### src/rtl/sio_pkg.sv
package sio_pkg;
    typedef enum logic [1:0] {
        REG_CTRL = 2'd0,
        REG_PSC  = 2'd1,
        REG_DATA = 2'd2
    } reg_sel_e;

    localparam int CTL_RUN  = 0;
    localparam int CTL_TX   = 1;
    localparam int CTL_EXT  = 2;
    localparam int CTL_LSB  = 3;
    localparam int CTL_DONE = 7;
endpackage

### src/rtl/sio_baud.sv
module sio_baud #(
    parameter int PSC_W = 8
) (
    input  logic             clk,
    input  logic             rst_n,
    input  logic             run_i,
    input  logic [PSC_W-1:0] psc_i,
    output logic             tick_o
);
    localparam int CNT_W = PSC_W + 2;

    logic [CNT_W-1:0] cnt_d, cnt_q;
    logic [CNT_W-1:0] half_len;

    // half a link-clock period lasts 2*(psc+1) system cycles
    always_comb begin
        half_len = {1'b0, psc_i, 1'b0} + CNT_W'(2);
        tick_o   = run_i && (cnt_q == half_len - CNT_W'(1));
        if (!run_i || tick_o) cnt_d = '0;
        else                  cnt_d = cnt_q + CNT_W'(1);
    end

    always_ff @(posedge clk or negedge rst_n) begin
        if (!rst_n) cnt_q <= '0;
        else        cnt_q <= cnt_d;
    end
endmodule

### src/rtl/sio_sync.sv
module sio_sync #(
    parameter int W      = 2,
    parameter int STAGES = 2
) (
    input  logic         clk,
    input  logic         rst_n,
    input  logic [W-1:0] d_i,
    output logic [W-1:0] q_o,
    output logic         rise_o,
    output logic         fall_o
);
    logic [W-1:0] stg_d [STAGES];
    logic [W-1:0] stg_q [STAGES];
    logic         prev_d, prev_q;

    always_comb begin
        stg_d[0] = d_i;
        prev_d   = stg_q[STAGES-1][0];
    end

    for (genvar i = 1; i < STAGES; i++) begin : g_chain
        always_comb stg_d[i] = stg_q[i-1];
    end

    for (genvar i = 0; i < STAGES; i++) begin : g_flop
        always_ff @(posedge clk or negedge rst_n) begin
            if (!rst_n) stg_q[i] <= '1;
            else        stg_q[i] <= stg_d[i];
        end
    end

    always_ff @(posedge clk or negedge rst_n) begin
        if (!rst_n) prev_q <= 1'b1;
        else        prev_q <= prev_d;
    end

    assign q_o    = stg_q[STAGES-1];
    assign rise_o = stg_q[STAGES-1][0] && !prev_q;
    assign fall_o = !stg_q[STAGES-1][0] && prev_q;
endmodule

### src/rtl/sio_port.sv
module sio_port #(
    parameter int DATA_W      = 8,
    parameter int PSC_W       = 8,
    parameter int SYNC_STAGES = 2
) (
    input  logic              clk,
    input  logic              rst_n,
    input  logic              wr_en,
    input  logic [1:0]        addr,
    input  logic [DATA_W-1:0] wdata,
    output logic [DATA_W-1:0] rdata,
    output logic              sck_o,
    input  logic              sck_i,
    input  logic              si_i,
    output logic              so_o,
    output logic              irq_o
);
    import sio_pkg::*;

    localparam int BCNT_W = $clog2(DATA_W);
    localparam logic [BCNT_W-1:0] LAST_BIT = BCNT_W'(DATA_W - 1);

    typedef struct packed {
        logic              run;
        logic              tx;
        logic              ext;
        logic              lsb;
        logic              done;
        logic [PSC_W-1:0]  psc;
        logic [DATA_W-1:0] sr;
        logic [BCNT_W-1:0] bcnt;
        logic              sck;
        logic              so;
        logic              irq;
    } st_t;

    st_t st_d, st_q;

    logic       baud_tick;
    logic [1:0] sync_q;
    logic       ext_rise, ext_fall;
    logic       rise_ev, fall_ev;
    logic       si_bit, out_bit;

    sio_baud #(.PSC_W(PSC_W)) u_baud (
        .clk    (clk),
        .rst_n  (rst_n),
        .run_i  (st_q.run && !st_q.ext),
        .psc_i  (st_q.psc),
        .tick_o (baud_tick)
    );

    // bit 0 carries the link clock, bit 1 the data so both see equal delay
    sio_sync #(.W(2), .STAGES(SYNC_STAGES)) u_sync (
        .clk    (clk),
        .rst_n  (rst_n),
        .d_i    ({si_i, sck_i}),
        .q_o    (sync_q),
        .rise_o (ext_rise),
        .fall_o (ext_fall)
    );

    always_comb begin
        st_d     = st_q;
        st_d.irq = 1'b0;
        rise_ev  = 1'b0;
        fall_ev  = 1'b0;
        si_bit   = st_q.ext ? sync_q[1] : si_i;
        out_bit  = st_q.lsb ? st_q.sr[0] : st_q.sr[DATA_W-1];

        if (st_q.run) begin
            if (st_q.ext) begin
                rise_ev = ext_rise;
                fall_ev = ext_fall;
            end else if (baud_tick) begin
                fall_ev = st_q.sck;
                rise_ev = !st_q.sck;
            end
        end

        if (fall_ev) begin
            if (!st_q.ext) st_d.sck = 1'b0;
            st_d.so = st_q.tx ? out_bit : 1'b1;
        end

        if (rise_ev) begin
            if (!st_q.ext) st_d.sck = 1'b1;
            st_d.sr = st_q.lsb ? {si_bit, st_q.sr[DATA_W-1:1]}
                               : {st_q.sr[DATA_W-2:0], si_bit};
            if (st_q.bcnt == LAST_BIT) begin
                st_d.bcnt = '0;
                st_d.done = 1'b1;
                st_d.irq  = 1'b1;
                st_d.run  = 1'b0;
            end else begin
                st_d.bcnt = st_q.bcnt + BCNT_W'(1);
            end
        end

        if (wr_en) begin
            case (reg_sel_e'(addr))
                REG_CTRL: begin
                    st_d.run  = wdata[CTL_RUN];
                    st_d.tx   = wdata[CTL_TX];
                    st_d.ext  = wdata[CTL_EXT];
                    st_d.lsb  = wdata[CTL_LSB];
                    st_d.bcnt = '0;
                    st_d.sck  = 1'b1;
                    if (wdata[CTL_RUN]) st_d.done = 1'b0;
                    if (!wdata[CTL_TX]) st_d.so   = 1'b1;
                end
                REG_PSC:  st_d.psc = wdata[PSC_W-1:0];
                REG_DATA: st_d.sr  = wdata;
                default:  ;
            endcase
        end
    end

    always_ff @(posedge clk or negedge rst_n) begin
        if (!rst_n) begin
            st_q     <= '0;
            st_q.sck <= 1'b1;
            st_q.so  <= 1'b1;
        end else begin
            st_q <= st_d;
        end
    end

    always_comb begin
        rdata = '0;
        case (reg_sel_e'(addr))
            REG_CTRL: begin
                rdata[CTL_RUN]  = st_q.run;
                rdata[CTL_TX]   = st_q.tx;
                rdata[CTL_EXT]  = st_q.ext;
                rdata[CTL_LSB]  = st_q.lsb;
                rdata[CTL_DONE] = st_q.done;
            end
            REG_PSC:  rdata[PSC_W-1:0] = st_q.psc;
            REG_DATA: rdata = st_q.sr;
            default:  rdata = '0;
        endcase
    end

    assign sck_o = st_q.sck;
    assign so_o  = st_q.so;
    assign irq_o = st_q.irq;

    logic run_w, tx_w, ext_w, done_w;
    assign run_w  = st_q.run;
    assign tx_w   = st_q.tx;
    assign ext_w  = st_q.ext;
    assign done_w = st_q.done;
endmodule

### config.mk
export PLATFORM = sky130hd
export DESIGN_NAME = sio_port
export DESIGN_NICKNAME = d
export VERILOG_FILES = /design/src/rtl/sio_pkg.sv /design/src/rtl/sio_baud.sv /design/src/rtl/sio_sync.sv /design/src/rtl/sio_port.sv
export SDC_FILE = /design/constraint.sdc
export NUM_CORES = 1
export LEC_CHECK = 0
export CAP_MARGIN = 5
export CORE_ASPECT_RATIO = 1.25
export CORE_MARGIN = 2
export CORE_UTILIZATION = 30
export CTS_BUF_LIST = sky130_fd_sc_hd__clkbuf_8
export CTS_CLUSTER_DIAMETER = 80
export DETAILED_ROUTE_END_ITERATION = 6
export SYNTH_ARGS = -nofsm -noshare
export SYNTH_HDL_FRONTEND = slang
export SYNTH_SLANG_ARGS = --single-unit
### constraint.sdc
create_clock -name clk -period 2.1 [get_ports clk]
set_input_delay 0.315 -clock clk [delete_from_list [all_inputs] [get_ports clk]]
set_output_delay 0.315 -clock clk [all_outputs]
set_load 0.005 [all_outputs]
# Word-level counts from Yosys, hierarchy flattened
# Cells that the tools add are included.
# classes
reduce_logical,13
eq_ne,4
n_mux,32
n_addsub,4
# ops
cell,count
$mux 26,1
$mux 8,3
$mux 1,19
$mux 12,1
$pmux 4 s3,1
$add 10x1->10 const B,1
$add 9x2->10 const B,1
$eq 10x10->1,1
$mux 10,1
$mux 5,2
$sub 10x1->10 const B,1
$pmux 3 s2,1
$logic_not 1->1,5
$logic_and 1x1->1,4
$reduce_and 2->1,2
$add 3x1->3 const B,1
$eq 3x3->1 const B,1
$mux 3,1
$pmux 1 s3,1
$eq 2x1->1 const B,1
$eq 2x2->1 const B,1
$logic_not 2->1,1
$mux 2,1
$logic_or 1x1->1,1
# word_totals
inputBits,15
register_bits,42

# Logic depth before layout (Yosys ltp)
# Gate-level depths: netlist of run 1.
# depth
ltp_word,12
depth_mapped,7

# Cells and area by module
# A second synthesis of run 1 with hierarchy kept.
# hier_totals
cells_unflattened,205
hier_area_um2,2288.4
# modules_own_cells
mod,cells_each,area_per_inst_um2,n_inst
sio_port,144,1591.5,1
sio_baud,54,550.5,1
sio_sync,7,146.4,1

# Least setup slack after synthesis of run 1
# No wires, ideal clock.
# synth_timing
path_type,flip-flop to flip-flop
start,reg u_baud.cnt_q[4]
end,reg st_q[10] (netlist name)
path_slack_ns,0.279
period_less_slack_ns,1.821
path_buffers,1
path_stages_with_launch,7
setup_time_ns,0.126
t_required_ns,1.974
arrival_time_ns,1.696
path_cell_list,dfrtp_1 > xnor2_1 > nand4_1 > or4_1 > buf_4 > a221oi_2 > o21ai_1
# synth_rtl
element,line,rtl
start: declaration,sio_baud.sv:12,"logic [CNT_W-1:0] cnt_d, cnt_q;"
start signal: assignment,sio_baud.sv:25,else cnt_q <= cnt_d;
end signal: assignment,sio_port.sv:125,st_q <= st_d;
end: declaration,sio_port.sv:37,"st_t st_d, st_q;"

# Worst setup path in the final report of run 1
# layout_timing
start,in addr[0]
end,out rdata[3]
# layout_between
elab_chain_cells,2
# layout_rtl
element,line,rtl
start: declaration,sio_port.sv:9,"input logic [1:0] addr,"
$eq 2x2->1 (tied with other cells),sio_port.sv:131,case (reg_sel_e'(addr))
$pmux 4 s3 *,sio_port.sv:131,
end: declaration,sio_port.sv:11,"output logic [DATA_W-1:0] rdata,"
# Every way passes the cells marked *; elsewhere a longest branch is shown, timed or not.

==> qor.txt, run 1 <==
Post-Synthesis Cell Area - 2215 um^2
Vias - 1735
Mean Syn Cell Area - 10.60 um^2
Layout cells sized above 1 - 22.04%
Mapped Nets - 231
TritonCTS buffer count - 5
Met3 usage - 3.147%
Max-cap violations - 0
Post-route ant nets - 0
Final net count - 266
Worst-margin pin slew - 545.4 ps
Max-slew headroom at the worst pin - 63.64%
DR vias/cell - 5.148
Clk slew on worst S/H paths - 80 ps
Final Cycle Share - 95.55%
Largest net degree at the start of global routing - 23
Crit path time final - 2006 ps
Final setup TNS - 0 ps
ANT cells - 0
Grt peak-use layer - met2
Clock power share - 26.5%
# rows - 35
Clock Sinks - 42
Post-synthesis sequential area ratio - 47.85%
CP required - 1780 ps
Comb power frac - 23.1%
IO Pins - 26
Synth warn - 0
WL/cell - 16.43 um
Routed WL - 5538 um
CP arrival - 1690 ps
Setup crit start kind - input pin
R2R Setup Slk - 110 ps
Routing usage on met2 - 24.67%
Final setup violation count - 0
Async set-reset flop share out of synthesis - 100.0%
H-tree level count - 2
Fmax - 0.4984 GHz
DP HPWL - 4051 um
Most used DFF post-synth - dfrtp_1
Post-CTS Hold Buffers - 0
Clock skew - 9.002 ps
Starting DRC count in detailed routing - 127
Core Area - 7269 um^2
First-pass detailed-route iteration total - 4
Layout area overhead - 25.59%
# DRC - 0
Switching share of total power - 30.08%
Crit path kind - input pin to primary output
Top cells by area, synth - dfrtp_1 40%, dfstp_2 8.3%, mux2_2 6.1%
Met1 usage in global routing - 19.97%
Hold slack - -7.579 ps
DIE HEIGHT - 100.1 um
Final Max Tran Viols - 0
Failing checks - hold timing
RSZ-0062 raised after global routing - false
GP Congestion - 0.8102
Overall power - 2055 uW
Cell count after synthesis - 209
Die Width - 80.85 um
Crit-path max FO - 10
Placed cells - 329
Post-synth EDFFs - 0
Later-pin clock latency in the skew report - 300 ps
Fin util - 38.26%
Power Density - 738.9 nW/um^2
P_int - 1437 uW
Flop pwr share - 50.4%
Unique masters post-synth - 40
Final instance count without filler cells - 337
CTS root buf - clkbuf_8
Die area - 8090 um^2
Initial core utilization - 30.46%
Static Leak - 0.001152 uW
Maximum VDD drop - 0.2624 mV
Flip-flop and latch count after synthesis - 42
Reg2Reg Depth - 6
Status - finished, violations left
Crit end category - primary output
Global route total overflow - 0
Switching pwr - 618.2 uW
Crit Reg-Reg Endpoint - st_q[10]
Total track usage - 15.06%
Initial antenna violation count - 0
Final Hold Fails - 5
Area leader, netlist - dfrtp_1
Number of port buffers - 25
Max Root-Sink Buffers - 2
Share of the synthesized area in the top cell type - 39.55%
Vias in the first global route - 1804
Worst Hold Class - input pin to asynchronous set/reset pin
Reg2reg start - st_q[18]
CTS tree - built
First-pass GRT wire length - 9370 um
how the worst max path moves through the flow:
| stage | from | end | slack [ps] | cells past startpoint |
|---|---|---|---|---|
| final | addr[0] | rdata[3] | 90 | 6 |
| after global routing | addr[0] | rdata[7] | 0.8 | 6 |
| after CTS | addr[1] | rdata[0] | 2 | 6 |
| after detailed placement | addr[0] | rdata[0] | -400 | 6 |
| after global placement | addr[0] | rdata[0] | -420 | 6 |
| after floorplan | u_baud.cnt_q[4] | st_q[10] | 280 | 6 |
cell families (layout without fill, tap and decap cells):
family / Yosys count / after routing / share of synthesized area [%]
mux: 14 / 14 / 7.006
compound gates: 47 / 47 / 16.38
xor+xnor: 17 / 17 / 6.723
flops: 42 / 42 / 47.85
simple gates: 69 / 69 / 15.65
buf+inv: 13 / 49 / 2.429
fa+ha+maj: 7 / 7 / 3.955
cell usage in the layout (no fill, tap or decap), drive strengths merged, types with 2 or more instances in the layout:
cell / netlist / routed
and3: 4 / 4
nand3: 6 / 6
dlymetal6s2s: 0 / 2
dfrtp: 35 / 35
nor2b: 11 / 11
nor2: 19 / 19
dfstp: 7 / 7
xnor2: 14 / 14
o31ai: 7 / 7
inv: 3 / 4
nand2b: 2 / 2
o21ai: 12 / 12
nand2: 16 / 16
clkdlybuf4s50: 0 / 20
a22oi: 3 / 3
ha: 7 / 7
xor2: 3 / 3
and2: 4 / 4
mux2i: 2 / 2
a222oi: 5 / 5
mux2: 12 / 12
nor4: 2 / 2
a31oi: 2 / 2
a221oi: 6 / 6
a21oi: 6 / 6
buf: 4 / 14
clkbuf: 6 / 7
synthesized netlist by cell type (4+ instances only):
cell      count
dfrtp_1      35
nor2_1       19
nand2_1      16
xnor2_1      14
mux2_2       12
nor2b_1      11
dfstp_2       7
ha_1          7
o21ai_0       7
o31ai_1       7
a21oi_1       6
clkbuf_1      6
nand3_1       6
a221oi_2      5
a222oi_1      5
o21ai_1       5
and2_1        4
and3_1        4
layout make-up:
type,instances,area [um^2]
Clock buffer,6,82.58
Clock inverter,2,8.758
Fill cell,746,4488
Inverter,3,11.26
Multi-Input combinational cell,154,1147
Sequential cell,42,1060
Tap cell,92,115.1
Timing Repair Buffer,38,356.6
per-layer routing:
metal  vias to the layer above  wire, um
met5                         -         0
met4                         0        66
met3                         6       187
met2                        31      2787
met1                       874      2496
li1                        824         -
worst max-delay path, cell delays in order:
cell and delay [ps]:
clkdlybuf4s15_2 240, inv_2 80, ha_4 200, a222oi_1 310, nor2_1 90, clkdlybuf4s50_1 450
power by group through the flow:
stage | registers (uW) | clock network (uW) | logic (uW)
after floorplan | 1010 | 0 | 282
after global placement | 1050 | 0 | 462
after detailed placement | 1050 | 0 | 469
after CTS | 1030 | 566 | 479
after global routing | 1050 | 597 | 526
final | 1040 | 545 | 474
stage by stage:
step	worst slack, ps	hold slack [ps]	area, um^2
5_1_grt	0.8464	21.50	2781
3_3_place_gp	-416.0	325.6	2643
2_1_floorplan	278.6	19.41	2215
4_1_cts	2.113	7.955	2773
3_5_place_dp	-401.0	337.6	2643
6_report	93.55	-7.579	2781
flip-flops by register name, indices dropped and copies added (netlist names):
signal         cells
u_baud.cnt_q      10
irq_o              1
run_w              1
so_o               1
ext_w              1
u_sync.stg_d       2
done_w             1
sck_o              1
tx_w               1
st_q              20
u_sync.prev_q      1
u_sync.q_o         2
timing repair:
action	4_1_cts	5_1_grt
pin swaps	2	2
setup endpoints to repair	8	12
setup buffers	0	0
hold endpoints to repair	0	0
resized for setup	12	5
Power figures use the tool's default switching activity.
==> run 2: changes to the inputs <==
==> constraint.sdc (replaced) <==
create_clock -name clk -period 1.8 [get_ports clk]
set_input_delay 0.27 -clock clk [delete_from_list [all_inputs] [get_ports clk]]
set_output_delay 0.27 -clock clk [all_outputs]
set_load 0.005 [all_outputs]
==> run 2 against run 1 <==
The flow finishes with violations (setup timing). Sequential cell count unchanged. Non-clock buffer count up 33. Routed wire length up 7.2%. Final area up 13%. Critical path depth unchanged. First-iteration DRC count up 11%. Clock skew down 2.3 ps. Worst hold slack better by 370 ps. Global-route usage up 0.058 points. Register-to-register slack worse by 160 ps. Clock-buffer cell count up 2. Highest routed layer unchanged.
==> qor.txt, run 2 (synthesis results as in run 1) <==
Status - finished, violations left
Failing checks - setup timing
Commonest cells after routing, fill and taps aside - 40 x buf_4, 35 x dfrtp_1, 19 x nor2_1
P_int - 1827 uW (+27%)
# rows - 35 (unchanged)
Hold path endpoint - u_sync.q_o[0]
WL/cell - 16.00 um (-2.7%)
Global route total overflow - 0 (unchanged)
Starting DRC count in detailed routing - 141 (+11%)
Worst Hold Class - flip-flop to flip-flop
RSZ-0062 raised after global routing - true
Static Leak - 0.001340 uW (+16%)
Most common cell after layout, fill and taps aside - buf_4
ANT cells - 0 (unchanged)
TritonCTS buffer count - 5 (unchanged)
CTS root buf - clkbuf_8
Core Area - 7269 um^2 (unchanged)
Fillers - 726 (-2.7%)
DIE HEIGHT - 100.1 um (unchanged)
GP Congestion - 0.8345 (+3.0%)
Pre-CTS WS - -491.9 ps (-90.98 ps)
Final Hold Fails - 0 (-5)
Reg2Reg Depth - 6 (unchanged)
IO Pins - 26 (unchanged)
Routed WL - 5935 um (+7.2%)
DR vias/cell - 5.062 (-1.7%)
Clock skew - 6.691 ps (-2.311 ps)
First-pass GRT wire length - 9356 um (-0.15%)
Worst-margin pin slew - 560.2 ps (+14.86 ps)
Max-slew headroom at the worst pin - 62.65% (-0.99 points)
Setup crit start kind - flip-flop
H-tree level count - 2 (unchanged)
Hold slack - 359.1 ps (+366.7 ps)
Crit-path max FO - 4 (-6)
Comb power frac - 26.6% (+3.5 points)
Final setup violation count - 7 (+7)
Layout area overhead - 41.47%
Largest net degree at the start of global routing - 24 (+4.3%)
CP arrival - 2030 ps (+340 ps)
Crit path kind - flip-flop to flip-flop
Switching share of total power - 29.92% (-0.16 points)
Total track usage - 15.11% (+0.058 points)
Post-route ant nets - 0 (unchanged)
Hold Crit Start - u_sync.stg_d[0]
Clk slew on worst S/H paths - 80 ps (about the same)
Max reg flops - 20 (unchanged)
Number of port buffers - 25 (unchanged)
Largest regs - st_q (20), u_baud.cnt_q (10)
Crit Reg-Reg Endpoint - st_q[8]
Maximum VDD drop - 0.3932 mV (+50%)
Switching pwr - 780.3 uW (+26%)
Die Width - 80.85 um (unchanged)
Max Root-Sink Buffers - 2 (unchanged)
# DRC - 0 (unchanged)
Vias in the first global route - 1868 (+3.5%)
Later-pin clock latency in the skew report - 300 ps (about the same)
Crit-path cells - xnor2_1 > nand3_1 > buf_4 > or4_4 > a221oi_2 > o21ai_1
Clock power share - 27.6% (+1.1 points)
Reg2reg start - st_q[16]
CTS tree - built
Final Max Tran Viols - 0 (unchanged)
Power Density - 832.3 nW/um^2 (+13%)
Placed cells - 356 (+8.2%)
CP required - 1980 ps (+200 ps)
CP peak stage delay - 520 ps (+70 ps)
Crit path time final - 1846 ps
Crit end category - flip-flop
Fmax - 0.5417 GHz
Initial core utilization - 30.46% (unchanged)
First-pass detailed-route iteration total - 5 (+1)
Final net count - 300 (+13%)
Setup ws final - -46.17 ps (-139.7 ps)
Hold path depth - 0
Max-cap violations - 0 (unchanged)
Register area - 1060 um^2 (unchanged)
R2R Setup Slk - -50 ps (-160 ps)
Clock Sinks - 42 (unchanged)
Flop pwr share - 45.8% (-4.6 points)
Die area - 8090 um^2 (unchanged)
Final instance count without filler cells - 371 (+10%)
Multi-input logic area - 1250 um^2 (+8.9%)
Final Cycle Share - 102.6%
DP HPWL - 4205 um (+3.8%)
Layout cells sized above 1 - 37.28% (+15 points)
Worst path slowest cell - or4_4
Most flops, register - st_q
Initial antenna violation count - 0 (unchanged)
Vias - 1878 (+8.2%)
Final setup TNS - -191.7 ps (-191.7 ps)
-- run 2: cell types whose count changed in the layout (fill, tap and decap cells not counted), moves of 3 or more --
cell             change
clkbuf_2             +3
dlygate4sd2_1        +5
clkdlybuf4s50_1      -6
buf_4               +28
-- run 2: layout make-up --
type,instances,share of cell area (%)
Timing Repair Buffer,71,18.73
Multi-Input combinational cell,155,39.90
Inverter,3,0.3594
Clock buffer,8,3.514
Sequential cell,42,33.83
Tap cell,92,3.674
-- run 2: how the worst max path moves through the flow --
stage / start / end / slack, ps / cells past startpoint
2_1_floorplan: u_baud.cnt_q[2] / st_q[10] / 50 / 6
3_3_place_gp: addr[1] / rdata[2] / -470 / 6
3_5_place_dp: addr[1] / rdata[1] / -490 / 6
4_1_cts: st_q[19] / st_q[10] / -20 / 5
5_1_grt: st_q[19] / st_q[12] / -160 / 6
6_report: st_q[16] / st_q[8] / -50 / 6
-- run 2: critical path: cells and delay by family, from the launching register on --
family                 cells  cell delay [ps]
AND/OR/NAND/NOR            2              660
AO/OA/AOI/OAI              2              310
flip-flops                 1              430
XOR/XNOR                   1              160
buffers and inverters      1              170
-- run 2: repair_timing --
item | in CTS | in global routing
setup buffers | 0 | 4
resized for setup | 22 | 27
hold buffers | 1 | 0
pin swaps | 5 | 16
setup endpoints to repair | 13 | 20
endpoints found under the hold margin | 15 | 0
gates cloned | 0 | 2
-- run 2: power groups by stage --
stage | Clock [uW] | Combinational (uW) | Sequential, uW
2_1_floorplan | 0 | 329 | 1180
3_3_place_gp | 0 | 638 | 1200
3_5_place_dp | 0 | 646 | 1210
4_1_cts | 735 | 652 | 1190
5_1_grt | 784 | 756 | 1210
6_report | 720 | 693 | 1190
-- run 2: stage by stage --
stage / area (um^2) / util (%) / total power (uW)
4_1_cts: 3013 / 41.45 / 2576
6_report: 3133 / 43.10 / 2608
2_1_floorplan: 2222 / - / 1513
3_3_place_gp: 2849 / 39.19 / 1841
3_5_place_dp: 2849 / 39.19 / 1851
5_1_grt: 3133 / 43.10 / 2748
-- run 2: layer usage --
layer	up-vias	global-route usage, %	part of all wire [%]
met5	-	0	0
met4	0	5.085	2.3
met3	10	2.968	4.3
met2	56	25.11	50
met1	917	19.55	43
li1	895	-	-
